[src/rtl/utx_pkg.sv]
package utx_pkg;

  typedef enum logic [1:0] {
    UTX_IDLE,
    UTX_PRE,
    UTX_DATA,
    UTX_BRK
  } utx_state_e;

  // Frame length in bits: start + data + stop, data_w bits in long format,
  // one fewer in short format.
  function automatic int frame_len(input logic long_fmt, input int data_w);
    return long_fmt ? (data_w + 2) : (data_w + 1);
  endfunction

endpackage

[src/rtl/utx_bitclk.sv]
module utx_bitclk #(
  parameter int TICKS_PER_BIT = 16,
  parameter int IDX_W = 4
) (
  input  logic             clk,
  input  logic             rst_n,
  input  logic             tick,
  input  logic             run,
  input  logic             start,
  input  logic [IDX_W-1:0] nbits,
  output logic             bit_end,
  output logic             frame_end
);
  localparam int SUB_W = (TICKS_PER_BIT > 1) ? $clog2(TICKS_PER_BIT) : 1;
  localparam logic [SUB_W-1:0] SUB_LAST = SUB_W'(TICKS_PER_BIT - 1);

  logic [SUB_W-1:0] sub_q;
  logic [IDX_W-1:0] idx_q;

  assign bit_end   = run && tick && (sub_q == SUB_LAST);
  assign frame_end = bit_end && (idx_q == (nbits - 1'b1));

  always_ff @(posedge clk or negedge rst_n) begin
    if (!rst_n) begin
      sub_q <= '0;
      idx_q <= '0;
    end else if (start) begin
      sub_q <= '0;
      idx_q <= '0;
    end else if (run && tick) begin
      if (sub_q == SUB_LAST) begin
        sub_q <= '0;
        idx_q <= idx_q + 1'b1;
      end else begin
        sub_q <= sub_q + 1'b1;
      end
    end
  end

  // the bit timer moves only on baud ticks
  assert_hold_without_tick_R3: assert property (@(posedge clk) disable iff (!rst_n)
    (run && !tick && !start) |=> $stable(sub_q));

endmodule

[src/rtl/utx_holdreg.sv]
module utx_holdreg #(
  parameter int DATA_W = 9
) (
  input  logic              clk,
  input  logic              rst_n,
  input  logic              wr_en,
  input  logic [DATA_W-1:0] wr_data,
  input  logic              take,
  output logic [DATA_W-1:0] hold_data,
  output logic              tdre
);
  always_ff @(posedge clk or negedge rst_n) begin
    if (!rst_n) begin
      hold_data <= '0;
      tdre      <= 1'b1;
    end else if (wr_en) begin
      hold_data <= wr_data;
      tdre      <= 1'b0;
    end else if (take) begin
      tdre      <= 1'b1;
    end
  end

  // a word is only moved out of a full holding register
  assert_take_full_R4: assert property (@(posedge clk) disable iff (!rst_n)
    take |-> !tdre);

  // a write empties the flag on the next cycle
  assert_write_clears_R4: assert property (@(posedge clk) disable iff (!rst_n)
    wr_en |=> !tdre);

endmodule

[src/rtl/utx_seq.sv]
module utx_seq
  import utx_pkg::*;
#(
  parameter int DATA_W = 9,
  parameter int IDX_W = 4
) (
  input  logic              clk,
  input  logic              rst_n,
  input  logic              tick,
  input  logic              tx_en,
  input  logic              brk_req,
  input  logic              brk_wr,
  input  logic              long_fmt,
  input  logic              tdre,
  input  logic [DATA_W-1:0] hold_data,
  input  logic              bit_end,
  input  logic              frame_end,
  output logic              txd,
  output logic              take,
  output logic              start,
  output logic              run,
  output logic [IDX_W-1:0]  nbits,
  output logic              tc
);
  localparam int FRAME_W = DATA_W + 2;

  utx_state_e         state_q, nxt;
  logic               en_q, pre_pend, brk_pend;
  logic [FRAME_W-1:0] shreg;
  logic               en_rise, pre_want, brk_want, decide;

  // Line pattern, LSB goes out first: start 0, data, stop 1, padding 1.
  function automatic logic [FRAME_W-1:0] pattern(input logic [DATA_W-1:0] d,
                                                  input logic lf);
    logic [FRAME_W-1:0] p;
    p    = '1;
    p[0] = 1'b0;
    if (lf) p[DATA_W:1] = d;
    else    p[DATA_W-1:1] = d[DATA_W-2:0];
    return p;
  endfunction

  assign en_rise  = tx_en && !en_q;
  assign pre_want = pre_pend || en_rise;
  assign brk_want = brk_pend || brk_req || brk_wr;
  assign decide   = ((state_q == UTX_IDLE) && tick) || frame_end;

  always_comb begin
    nxt = UTX_IDLE;
    if (!tx_en)        nxt = UTX_IDLE;
    else if (brk_want) nxt = UTX_BRK;
    else if (pre_want) nxt = UTX_PRE;
    else if (!tdre)    nxt = UTX_DATA;
  end

  assign start = decide && (nxt != UTX_IDLE);
  assign take  = decide && (nxt == UTX_DATA);
  assign run   = (state_q != UTX_IDLE);

  always_ff @(posedge clk or negedge rst_n) begin
    if (!rst_n) begin
      state_q  <= UTX_IDLE;
      en_q     <= 1'b0;
      pre_pend <= 1'b0;
      brk_pend <= 1'b0;
      shreg    <= '1;
      nbits    <= IDX_W'(frame_len(1'b0, DATA_W));
    end else begin
      en_q <= tx_en;

      if (!tx_en)                        pre_pend <= 1'b0;
      else if (decide && nxt == UTX_PRE) pre_pend <= 1'b0;
      else if (en_rise)                  pre_pend <= 1'b1;

      if (!tx_en)                        brk_pend <= 1'b0;
      else if (decide && nxt == UTX_BRK) brk_pend <= 1'b0;
      else if (brk_wr)                   brk_pend <= 1'b1;

      if (decide) state_q <= nxt;
      if (start)  nbits   <= IDX_W'(frame_len(long_fmt, DATA_W));

      if (take)
        shreg <= pattern(hold_data, long_fmt);
      else if (bit_end && state_q == UTX_DATA)
        shreg <= {1'b1, shreg[FRAME_W-1:1]};
    end
  end

  always_comb begin
    unique case (state_q)
      UTX_BRK:  txd = 1'b0;
      UTX_DATA: txd = shreg[0];
      default:  txd = 1'b1;
    endcase
  end

  assign tc = (state_q == UTX_IDLE) && tdre &&
              !(tx_en && (pre_want || brk_want));

  // a frame, once started, keeps its kind until the timer ends it
  assert_frame_runs_out_R7: assert property (@(posedge clk) disable iff (!rst_n)
    (run && !frame_end) |=> (state_q == $past(state_q)));

  // a frame ending with the enable low leaves the line idle
  assert_disable_idles_R6: assert property (@(posedge clk) disable iff (!rst_n)
    (frame_end && !tx_en) |=> (state_q == UTX_IDLE));

  // a held break request chains another break frame
  assert_break_chains_R8: assert property (@(posedge clk) disable iff (!rst_n)
    (frame_end && tx_en && brk_req) |=> (state_q == UTX_BRK));

  // with nothing requesting more, a break frame is not repeated
  assert_brief_break_ends_R9: assert property (@(posedge clk) disable iff (!rst_n)
    (frame_end && state_q == UTX_BRK && !brk_req && !brk_pend && !brk_wr)
      |=> (state_q != UTX_BRK));

endmodule

[src/rtl/uart_tx_brk.sv]
module uart_tx_brk #(
  parameter int TICKS_PER_BIT = 16,
  parameter int DATA_W = 9
) (
  input  logic              clk,
  input  logic              rst_n,
  input  logic              baud_tick,
  input  logic              wr_en,
  input  logic [DATA_W-1:0] wr_data,
  input  logic              long_fmt,
  input  logic              tx_en,
  input  logic              brk_req,
  input  logic              brk_wr,
  output logic              txd,
  output logic              tdre,
  output logic              tc
);
  localparam int IDX_W = $clog2(DATA_W + 3);

  logic [DATA_W-1:0] hold_data;
  logic              take, start, run, bit_end, frame_end;
  logic [IDX_W-1:0]  nbits;

  utx_holdreg #(.DATA_W(DATA_W)) u_hold (
    .clk(clk), .rst_n(rst_n), .wr_en(wr_en), .wr_data(wr_data),
    .take(take), .hold_data(hold_data), .tdre(tdre)
  );

  utx_bitclk #(.TICKS_PER_BIT(TICKS_PER_BIT), .IDX_W(IDX_W)) u_bclk (
    .clk(clk), .rst_n(rst_n), .tick(baud_tick), .run(run), .start(start),
    .nbits(nbits), .bit_end(bit_end), .frame_end(frame_end)
  );

  utx_seq #(.DATA_W(DATA_W), .IDX_W(IDX_W)) u_seq (
    .clk(clk), .rst_n(rst_n), .tick(baud_tick), .tx_en(tx_en),
    .brk_req(brk_req), .brk_wr(brk_wr), .long_fmt(long_fmt), .tdre(tdre),
    .hold_data(hold_data), .bit_end(bit_end), .frame_end(frame_end),
    .txd(txd), .take(take), .start(start), .run(run), .nbits(nbits), .tc(tc)
  );

endmodule

[config.mk]
export PLATFORM = sky130hd
export DESIGN_NAME = uart_tx_brk
export DESIGN_NICKNAME = d
export VERILOG_FILES = /design/src/rtl/utx_pkg.sv /design/src/rtl/utx_bitclk.sv /design/src/rtl/utx_holdreg.sv /design/src/rtl/utx_seq.sv /design/src/rtl/uart_tx_brk.sv
export SDC_FILE = /design/constraint.sdc
export NUM_CORES = 1
export LEC_CHECK = 0
export BUFFER_PORTS_ARGS = -buffer_cell sky130_fd_sc_hd__buf_2
export CORE_ASPECT_RATIO = 0.6
export CORE_MARGIN = 5
export CORE_UTILIZATION = 61
export DETAILED_ROUTE_END_ITERATION = 8
export HOLD_SLACK_MARGIN = 0.03
export PLACE_DENSITY = 0.84
export SLEW_MARGIN = 20
export SYNTH_ARGS = -nofsm -noshare
export SYNTH_HDL_FRONTEND = slang
export SYNTH_SLANG_ARGS = --single-unit
[constraint.sdc]
create_clock -name clk -period 3.72 [get_ports clk]
set_input_delay 0.372 -clock clk [delete_from_list [all_inputs] [get_ports clk]]
set_output_delay 0.372 -clock clk [all_outputs]
set_load 0.01 [all_outputs]
==> results.md <==
* Status: finished, final reports clean
* Max VDD drop at 0.335 mV
* Tcrit/Tclk final at 0.634
* Final Max Slew Viols at 0
* F_max at 424 MHz
* Rows at 14
* Pwr dens at 546 mW/mm²
* CTS tree: yes
* Clock transition at the registers of the reported paths at 60 ps
* Sequential share of the synthesized area at 0.535
* Post-CTS Setup Repair Bufs at 0
* Grt total ovfl at 0
* Pin count of the biggest net entering global routing at 35
* Synth Instances at 126
* Final Power at 0.000993 W
* DP HPWL at 2170 µm
* R2R Setup Slk at 1360 ps
* Final total negative setup slack at 0 ps
* Worst hold path class: input pin to asynchronous set/reset pin
* Quantity of hold-fixing buffers added after cts at 0
* CP arrival at 2570 ps
* DR iter-0 viols at 61
* N_diodes at 0
* Maximum clock insertion buffer count at 2
* CP top delay family: compound AO/OA/AOI/OAI gates
* Syn_nets at 145
* Avg Inst Size Synth at 12.8 µm²
* CP max stage cell: a2111o_1
* Distinct cells, synth at 36
* Initial antenna violation count at 0
* Starting Density at 0.640
* Initial DRT Pass Iterations at 4
* DRC at 0
* R2r endpoint: u_seq.shreg[6]
* Commonest non-fill, non-tap cell in the layout: dfrtp_1
* Critical path buffers and inverters at 0
* Total track usage at 0.174
* Area growth, synth to finish at 12.6%
* Clock skew at 7.80 ps
* Tmin final at 2360 ps
* Critical path data required time at 3930 ps
* Maxcap violations at 0
* Die height at 49.9 µm
* CP Capture Type: register
* R2R cell count at 5
* Startpoint types: register
* Vias per cell at 5.61
* Most used cell along the critical path: a2111o_1
* Endpoints failing setup at 0
* FF+latch count, synth at 34
* Post_cts resized at 0
* Most frequent cells in the layout: 23 x dfrtp_1, 21 x mux2_2, 19 x buf_2, 11 x dfstp_2, 10 x nor2_1
* Synthesized cell area at 0.00162 mm²
* Fraction of final layout cells sized beyond drive strength 1 at 0.444
* Unrepaired setup endpoints after global routing: false
* Die X-Extent at 76.4 µm
* Core Area at 0.00252 mm²
* Port buffer count at 19
* Worst-path maximum fanout at 11
* Clock root cell: clkbuf_8
* Worst R2R Start: u_bclk.sub_q[0]
* IO Pins at 20
* Clock sinks at 34
* CTS buffer count at 5
* Slew @ Worst Pin at 768 ps
* Wire per inst at 15.8 µm
* Vias at 1026
* Final hold violation count at 0
* H-tree Lvls at 2
* Placer Congestion at 0.866
* Leakage Power at 0.831 nW
* Yosys warnings at 0
* Min Hold Slack at 148 ps
* WS Path Type: register to register
* Die area at 0.00381 mm²
* Vias in the first global route at 1057
* Slowest stage delay, CP at 630 ps
* Final WL at 2890 µm
* Remaining antenna violation count at 0
* NumNets Final at 169
* First-pass GRT wire length at 5130 µm
* Skew-Pair Late Insertion Delay at 290 ps
* Post-layout util at 0.721
* Slew Limit Headroom at 0.475
* Critical-path cell list: ha_1, nand4_2, a2111o_1, a2111o_1, mux2_4
[sequential cells by signal (all words and copies together), names as in the netlist]
name,cells
u_seq.brk_pend,1
u_bclk.idx_q,4
u_seq.state_q,2
u_seq.en_q,1
u_hold.hold_data,9
u_bclk.sub_q,4
u_hold.tdre,1
u_seq.pre_pend,1
u_seq.shreg,10
u_seq.nbits,1
[power breakdown]
group	switching (W)	internal, W	total (W)
registers	0.0000672	0.000463	0.000530
logic	0.0000931	0.000111	0.000204
clock network	0.000125	0.000133	0.000258
[synthesized netlist by cell type]
cell type | count | area [µm²]
o21a_1 | 1 | 7.51
xor2_1 | 2 | 17.5
and2_1 | 1 | 6.26
inv_1 | 3 | 11.3
nor3_1 | 3 | 15.0
nor2_1 | 10 | 37.5
or3b_1 | 1 | 8.76
xnor2_1 | 3 | 26.3
nor3b_1 | 2 | 15.0
mux2_2 | 21 | 236
nor2b_1 | 1 | 6.26
nand4_2 | 1 | 12.5
and3_1 | 1 | 6.26
a2111o_1 | 2 | 22.5
and2_2 | 1 | 7.51
nand3b_1 | 1 | 7.51
ha_1 | 2 | 25.0
a21oi_1 | 2 | 10.0
o211a_1 | 1 | 10.0
buf_6 | 1 | 11.3
or3_1 | 1 | 6.26
mux2_4 | 7 | 105
dfrtp_1 | 23 | 576
buf_1 | 1 | 3.75
a31oi_1 | 1 | 6.26
a2111oi_0 | 1 | 8.76
nand2b_1 | 1 | 6.26
o31ai_1 | 1 | 7.51
clkbuf_1 | 1 | 3.75
a21oi_2 | 1 | 8.76
nand4_1 | 1 | 6.26
dfstp_2 | 11 | 289
nand3_1 | 1 | 5.00
o21ai_0 | 6 | 30.0
nand2_1 | 6 | 22.5
mux2i_1 | 3 | 30.0
[per-layer routing]
layer,track usage,up-vias,wire (µm)
met4,0.0872,0,53
met2,0.254,30,1330
li1,-,499,-
met3,0.0527,7,186
met1,0.235,490,1310
met5,0,-,0
[final cells by class]
cell class | count | area, µm²
flip-flops and latches | 34 | 865
multi-input cells | 86 | 721
fillers | 192 | 703
repair buffers | 20 | 103
clock buffers | 8 | 80.1
well taps | 32 | 40.0
inverters | 3 | 11.3
[stage by stage]
step	std cells	setup WS [ps]	instance area [µm²]
CTS	183	1360	1820
global placement	175	1460	1740
finish	183	1360	1820
detailed placement	175	1360	1740
floorplan	126	1630	1620
global route	183	1270	1820
[kinds of logic (layout without fill, tap and decap cells)]
group,Yosys count,after routing,share of synthesized area
DFF,34,34,0.535
AOI/OAI and AO/OA,16,16,0.0689
and+or+nand+nor,32,32,0.105
muxes,31,31,0.230
buffers and inverters,6,31,0.0186
xor gates and xnor gates,5,5,0.0271
adders and majority gates,2,2,0.0155
[worst register-to-register path, stage by stage (launching register included)]
cell and delay [ps]:
dfrtp_1 380, ha_1 210, nand4_2 190, a2111o_1 490, a2111o_1 630, mux2_4 390
[worst max path at each step]
stage / start / cells after the start / endpoint
final: u_bclk.sub_q[0] / 5 / u_seq.shreg[6]
after global routing: u_bclk.sub_q[0] / 5 / u_seq.shreg[6]
after CTS: u_bclk.sub_q[0] / 5 / u_seq.shreg[6]
after detailed placement: u_bclk.sub_q[0] / 5 / u_seq.shreg[6]
after global placement: u_bclk.sub_q[0] / 5 / u_seq.shreg[7]
after floorplan: u_bclk.sub_q[0] / 6 / u_seq.shreg[2]
No activity file was read; power rests on OpenSTA's default activity.
